--- src/rtl/bcd_add_pkg.sv ---
package bcd_add_pkg;
    localparam int NIBBLE_W  = 4;
    localparam int DEC_LIMIT = 9;
    localparam logic [NIBBLE_W-1:0] FIX_SIX = 4'd6;
    typedef logic [NIBBLE_W-1:0] nibble_t;
endpackage

--- src/rtl/bcd_cla4.sv ---
module bcd_cla4 #(
    parameter int W = 4
) (
    input  logic [W-1:0] op_a,
    input  logic [W-1:0] op_b,
    input  logic         c_in,
    output logic [W-1:0] sum,
    output logic         c_out
);
    logic [W-1:0] gen_t;
    logic [W-1:0] prp_t;
    logic [W:0]   cy;

    assign gen_t = op_a & op_b;
    assign prp_t = op_a ^ op_b;

    // Each carry is formed as a flat OR of product terms:
    // c_in & p[0..i], and g[j] & p[j+1..i] for every j <= i.
    always_comb begin
        cy[0] = c_in;
        for (int i = 0; i < W; i++) begin
            logic acc;
            acc = 1'b0;
            for (int j = -1; j <= i; j++) begin
                logic prod;
                prod = (j < 0) ? c_in : gen_t[j];
                for (int k = j + 1; k <= i; k++) begin
                    prod = prod & prp_t[k];
                end
                acc = acc | prod;
            end
            cy[i+1] = acc;
        end
    end

    assign sum   = prp_t ^ cy[W-1:0];
    assign c_out = cy[W];
endmodule

--- src/rtl/bcd_digit_stage.sv ---
module bcd_digit_stage
    import bcd_add_pkg::*;
(
    input  nibble_t dig_a,
    input  nibble_t dig_b,
    input  logic    dig_cin,
    output nibble_t dig_sum,
    output logic    dig_cout
);
    nibble_t raw_z;
    logic    raw_k;
    logic    need_fix;
    nibble_t fix_addend;
    logic    corr_cout_unused;

    bcd_cla4 #(.W(NIBBLE_W)) u_raw (
        .op_a  (dig_a),
        .op_b  (dig_b),
        .c_in  (dig_cin),
        .sum   (raw_z),
        .c_out (raw_k)
    );

    // Raw sums of ten to nineteen: the binary carry, or 1x1x / 11xx patterns.
    assign need_fix   = raw_k | (raw_z[3] & raw_z[2]) | (raw_z[3] & raw_z[1]);
    assign fix_addend = need_fix ? FIX_SIX : '0;

    bcd_cla4 #(.W(NIBBLE_W)) u_fix (
        .op_a  (raw_z),
        .op_b  (fix_addend),
        .c_in  (1'b0),
        .sum   (dig_sum),
        .c_out (corr_cout_unused)
    );

    assign dig_cout = need_fix;
endmodule

--- src/rtl/bcd_dec_adder.sv ---
module bcd_dec_adder #(
    parameter int DIGITS = 4,
    localparam int BUS_W = 4 * DIGITS
) (
    input  logic [BUS_W-1:0] add_a,
    input  logic [BUS_W-1:0] add_b,
    input  logic             carry_in,
    output logic [BUS_W-1:0] sum_o,
    output logic             carry_o
);
    logic [DIGITS:0] dec_cy;

    assign dec_cy[0] = carry_in;

    for (genvar g = 0; g < DIGITS; g++) begin : g_stage
        bcd_digit_stage u_stage (
            .dig_a    (add_a[4*g +: 4]),
            .dig_b    (add_b[4*g +: 4]),
            .dig_cin  (dec_cy[g]),
            .dig_sum  (sum_o[4*g +: 4]),
            .dig_cout (dec_cy[g+1])
        );
    end

    assign carry_o = dec_cy[DIGITS];
endmodule

--- config.mk ---
export PLATFORM = sky130hd
export DESIGN_NAME = bcd_dec_adder
export DESIGN_NICKNAME = d
export VERILOG_FILES = /design/src/rtl/bcd_add_pkg.sv /design/src/rtl/bcd_cla4.sv /design/src/rtl/bcd_digit_stage.sv /design/src/rtl/bcd_dec_adder.sv
export SDC_FILE = /design/constraint.sdc
export NUM_CORES = 1
export LEC_CHECK = 0
export BUFFER_PORTS_ARGS = -buffer_cell sky130_fd_sc_hd__buf_2
export CORE_AREA = 4 4 62 53
export DETAILED_ROUTE_END_ITERATION = 8
export DIE_AREA = 0 0 66 57
export GPL_TIMING_DRIVEN = 0
export PLACE_DENSITY = 0.84
export SYNTH_ARGS = -nofsm -noshare
export SYNTH_HDL_FRONTEND = slang
export SYNTH_HIERARCHICAL = 1
export SYNTH_SLANG_ARGS = --single-unit
--- constraint.sdc ---
create_clock -name vclk -period 9.9
set_input_delay 0.99 -clock vclk [all_inputs]
set_output_delay 0.99 -clock vclk [all_outputs]
set_load 0.005 [all_outputs]
* Word level (Yosys, flattened, before mapping)
Cells that the tools add are included.
** Storage, ports and cells
- Register bits :: 0
- Input port bits :: 33
- Logic and storage cells :: 148
- Output and inout port bits :: 17
** Cells by class
- Muxes and demuxes :: 4
- Bitwise logic cells :: 144
** Operators by type and width (count)
- bitwise AND 1 bit :: 60
- OR 1 bit :: 60
- XOR 4 bit :: 12
- bitwise AND 4 bit :: 4
- XOR 4 x 3 -> 4 bit :: 4
- bitwise AND 3 bit :: 4
- 2-to-1 mux 3 bit :: 4

* Depth between registers and ports, before layout
- Depth in word-level cells :: 48
- Mapped depth :: 29

* By module
The synthesis kept the hierarchy.
** By module, submodules not included
- bcd_cla4 at g_stage[2].u_stage.u_fix ... :: area an instance 158.9 µm², cells an instance 19, times used 3, sequential area each 0.0 µm²
- bcd_cla4 at g_stage[1].u_stage.u_raw ... :: area an instance 166.4 µm², cells an instance 19, times used 2, sequential area each 0.0 µm²
- bcd_cla4 at g_stage[0].u_stage.u_fix ... :: area an instance 151.4 µm², cells an instance 15, times used 2, sequential area each 0.0 µm²
- bcd_cla4 at g_stage[1].u_stage.u_fix :: area an instance 143.9 µm², cells an instance 15, times used 1, sequential area each 0.0 µm²
- bcd_digit_stage :: area an instance 15.0 µm², cells an instance 3, times used 4, sequential area each 0.0 µm²

* Worst setup path after synthesis
No wires, ideal clock.
- Path type :: input to output
- From :: input add_a[0]
- To :: output sum_o[15]
- Setup slack :: 3674 ps
- Stages on the path :: 26
- Data arrival time :: 5236 ps
- Cell sequence :: ha_1 > ha_1 > o21a_1 > nor2_2 > xnor2_1 > o21ai_1 > nand2b_1 > inv_1 > fa_1 > xnor2_1 > o21ai_1 > nand2b_1 > inv_1 > fa_1 > xnor2_1 > o21ai_1 > nand2b_1 > inv_1 > fa_1 > xnor2_1 > o21ai_1 > nand2b_1 > ha_1 > a21oi_1 > nand2_1 > xor2_1
** RTL lines
- start: declaration :: RTL line bcd_dec_adder.sv:5 : input logic [BUS_W-1:0] add_a,
- XOR 4 bit :: RTL line bcd_cla4.sv:15 : assign prp_t = op_a ^ op_b;
- bitwise AND 1 bit (2 in series) :: RTL line bcd_cla4.sv:28 : prod = prod & prp_t[k];
- OR 1 bit * (2 in series) :: RTL line bcd_cla4.sv:30 : acc = acc | prod;
- XOR 4 bit * :: RTL line bcd_cla4.sv:36 : assign sum = prp_t ^ cy[W-1:0];
- via g_stage[0].u_stage.raw_z[2] :: RTL line bcd_digit_stage.sv:10 : nibble_t raw_z;
- bitwise AND 1 bit * :: RTL line bcd_digit_stage.sv:25 : assign need_fix = raw_k | (raw_z[3] & raw_z[2]) | (raw_z[3] & raw_z[1]);
- OR 1 bit * (2 in series) :: RTL line bcd_digit_stage.sv:25
- via dec_cy[1] :: RTL line bcd_dec_adder.sv:11 : logic [DIGITS:0] dec_cy;
- [3 not listed]
- via g_stage[1].u_stage.raw_z[1] :: RTL line bcd_digit_stage.sv:10
- [2 not listed]
- via dec_cy[2] :: RTL line bcd_dec_adder.sv:11
- [3 not listed]
- via g_stage[2].u_stage.raw_z[1] :: RTL line bcd_digit_stage.sv:10
- [2 not listed]
- via dec_cy[3] :: RTL line bcd_dec_adder.sv:11
- [3 not listed]
- via g_stage[3].u_stage.raw_z[1] :: RTL line bcd_digit_stage.sv:10
- [1 not listed]
- OR 1 bit * :: RTL line bcd_digit_stage.sv:25
- via carry_o :: RTL line bcd_dec_adder.sv:9 : output logic carry_o
- 2-to-1 mux 3 bit * :: RTL line bcd_digit_stage.sv:26 : assign fix_addend = need_fix ? FIX_SIX : '0;
- XOR 4 x 3 -> 4 bit :: RTL line bcd_cla4.sv:15
- bitwise AND 1 bit (2 in series) :: RTL line bcd_cla4.sv:28
- OR 1 bit :: RTL line bcd_cla4.sv:30
- OR 1 bit * :: RTL line bcd_cla4.sv:30
- XOR 4 bit * :: RTL line bcd_cla4.sv:36
- end: declaration :: RTL line bcd_dec_adder.sv:8 : output logic [BUS_W-1:0] sum_o,
The timed path passes the listed nets; every way through them passes the cells marked *.

* Final worst setup path
- From :: input add_a[0]
- To :: output sum_o[15]
** RTL lines (RTL line)
- XOR 4 bit :: bcd_cla4.sv:15
- bitwise AND 1 bit (2 in series) :: bcd_cla4.sv:28
- OR 1 bit * (2 in series) :: bcd_cla4.sv:30
- XOR 4 bit * :: bcd_cla4.sv:36
- via g_stage[0].u_stage.raw_z[2] :: bcd_digit_stage.sv:10
- bitwise AND 1 bit * :: bcd_digit_stage.sv:25
- OR 1 bit * (2 in series) :: bcd_digit_stage.sv:25
- via dec_cy[1] :: bcd_dec_adder.sv:11
- [5 not listed]
- via g_stage[1].u_stage.raw_z[2] :: bcd_digit_stage.sv:10
- [3 not listed]
- via dec_cy[2] :: bcd_dec_adder.sv:11
- [7 not listed]
- via g_stage[2].u_stage.raw_z[3] :: bcd_digit_stage.sv:10
- [3 not listed]
- via dec_cy[3] :: bcd_dec_adder.sv:11
- [3 not listed]
- via g_stage[3].u_stage.raw_z[1] :: bcd_digit_stage.sv:10
- bitwise AND 1 bit :: bcd_digit_stage.sv:25
- OR 1 bit :: bcd_digit_stage.sv:25
- 2-to-1 mux 3 bit :: bcd_digit_stage.sv:26
- XOR 4 x 3 -> 4 bit :: bcd_cla4.sv:15
- bitwise AND 1 bit (2 in series) :: bcd_cla4.sv:28
- OR 1 bit :: bcd_cla4.sv:30
- OR 1 bit * :: bcd_cla4.sv:30
- XOR 4 bit * :: bcd_cla4.sv:36
Marks and branches as above.

==> impl_summary.log <==
[metrics] sequential cell count: 0
[metrics] final hold vios: 0
[metrics] total routing usage reported by global routing: 12.56%
[metrics] Detailed Routing Iterations Pass 1: 2
[metrics] HPWL after DPL: 2323 um
[metrics] Chip Height: between 50 and 60 um
[metrics] register area: 0 sq um
[metrics] final worst setup slack: approximately 3.1 ns
[metrics] hold path cells: 5
[metrics] Tcrit/Tclk final: about 70%
[metrics] fraction of final layout cells sized beyond drive strength 1: between 20 and 30%
[metrics] standard cell core area: 2659 sq um
[metrics] row count: 17
[metrics] Met1 Routed Length: between 900 and 1000 um
[metrics] instance count of the mapped netlist: around 150
[metrics] leakage: 0.9353 nW
[metrics] post-route ant nets: 0
[metrics] number of buffers added for setup after CTS: 0
[metrics] number of max-slew violations in the final report: 0
[metrics] Endpoint, Worst Hold: carry_o
[metrics] final hold slack: between 2 and 3 ns
[metrics] total length of routed met3 wires: ~130 um
[metrics] initial core utilization: 48.38%
[metrics] sum of negative setup slack: 0 ns
[metrics] Diodes inserted: 0
[metrics] synthesis-to-layout area growth: 27.82%
[metrics] placed cell area: 1644 sq um
[metrics] worst min-delay path category: input pin to output pin
[metrics] minimum period implied by the final worst setup slack: approximately 6.8 ns
[metrics] hold-fix buffers at CTS: 0
[metrics] required time of the worst setup path: a little under 9 ns
[metrics] worst vdd rail ir drop: 60.16 uV
[metrics] vias in the first global route: 1101
[metrics] max cap viols: 0
[metrics] f_max: approximately 0.15 GHz
[metrics] detailed router's first-iteration violation count: 10
[metrics] Die X-Extent: 66 um
[metrics] routability congestion estimate: about 0.74
[metrics] signal arrival time at the worst endpoint: a little under 6 ns
[metrics] pwr dens: between 100 and 150 nW/um^2
[metrics] highest net fanout along the worst path: 4
[metrics] overall die area: between 3000 and 4000 sq um
[metrics] number of warnings issued by yosys: 6
[metrics] final non-filler cell area: roughly 1600 sq um
[metrics] via/cell ratio: approximately 4.5
[metrics] setup-violating endpoint count in the final report: 0
[metrics] antenna violations before repair: 0
[metrics] Avg WL per Cell: 9.504 um
[metrics] most common cell type on the critical path: sky130_fd_sc_hd__ha_1
[metrics] Final Net Count: 297
[metrics] largest incremental delay on the critical path: roughly 0.37 ns
[metrics] Max stage delay cell, worst path: sky130_fd_sc_hd__fa_1
[metrics] sum of met2 wire segment lengths after detailed routing: about 1300 um
[metrics] top layer used by detailed routing: met3
[metrics] unrepaired setup endpoints after global routing: no
[metrics] number of buffers inserted by port buffering: 50
[metrics] capturing element type of the critical path: output pin
[metrics] routed via count: 1129
[metrics] pin count of the biggest net entering global routing: 5
[metrics] startpoint of the lowest-slack hold path: add_b[15]
[metrics] ports placed on the boundary: 50
[metrics] placement-stage worst setup slack: 3.090 ns
[metrics] wire length of the first global-routing pass: between 4000 and 5000 um
[metrics] post-synth design cell area: ~1300 sq um
[metrics] result of the run: complete, no violations
[metrics] category of the critical setup timing path: input pin to output pin
[metrics] family with the most delay on the worst path: adder cells
[metrics] Setup crit start kind: input pin
[metrics] average cell area after synthesis: roughly 8.7 sq um
[metrics] DRC violation count after routing: 0
[metrics] routed wire length: 2395 um
[metrics] combined buffer and inverter count along the critical path: 3
[metrics] residual overflow from global routing: 0
[metrics] Clock Buffer Count: 0
[metrics] post-cts repair resize count: 0
==> cell usage in the layout (no fill, tap or decap) <==
cell,count
sky130_fd_sc_hd__a21oi_1,8
sky130_fd_sc_hd__inv_1,20
sky130_fd_sc_hd__nand2b_1,4
sky130_fd_sc_hd__fa_1,8
sky130_fd_sc_hd__xor2_1,11
sky130_fd_sc_hd__nor2_1,4
sky130_fd_sc_hd__o21ai_1,4
sky130_fd_sc_hd__buf_2,50
sky130_fd_sc_hd__nand2_1,8
sky130_fd_sc_hd__ha_1,40
sky130_fd_sc_hd__o21a_1,8
sky130_fd_sc_hd__o211ai_2,4
sky130_fd_sc_hd__nor2_2,4
sky130_fd_sc_hd__xnor2_1,13
sky130_fd_sc_hd__conb_1,20
sky130_fd_sc_hd__o211ai_1,4
sky130_fd_sc_hd__a21o_1,4
==> routing by layer <==
| metal | track usage, % | vias up |
|---|---|---|
| li1 | - | 602 |
| met1 | 14.01 | 500 |
| met2 | 26.43 | 27 |
| met3 | 0.7874 | 0 |
| met4 | 0.8696 | 0 |
| met5 | 0 | - |
==> report_power, final <==
part           internal [mW]  switching, mW  leakage [nW]  total (mW)
sequential                 0              0             0           0
clock                      0              0             0           0
combinational          0.115          0.113         0.935       0.228
==> worst max-delay path by stage <==
| stage | start | to | slack, ns | cells after the start |
|---|---|---|---|---|
| 6_report | add_a[0] | sum_o[15] | 3.10 | 30 |
| 5_1_grt | add_a[0] | sum_o[15] | 2.55 | 30 |
| 4_1_cts | add_a[0] | sum_o[15] | 3.07 | 31 |
| 3_5_place_dp | add_a[0] | sum_o[15] | 3.09 | 31 |
| 3_3_place_gp | add_a[0] | sum_o[15] | 3.21 | 28 |
| 2_1_floorplan | add_a[0] | sum_o[15] | 3.69 | 26 |
==> metrics by stage <==
stage | total power [mW] | utilization, % | cells
detailed placement | 0.2307 | 61.84 | 252
floorplan | 0.1567 | - | 164
global route | 0.2617 | 61.84 | 252
CTS | 0.2315 | 61.84 | 252
finish | 0.2283 | 61.84 | 252
global placement | 0.2225 | 61.84 | 252
==> cell type report <==
class | count | area [sq um]
repair buffers | 50 | 250.2
inverters | 20 | 75.07
multi-input cells | 144 | 1271
well taps | 38 | 47.55
fillers | 243 | 1015
(Power assumes the default switching activity.)
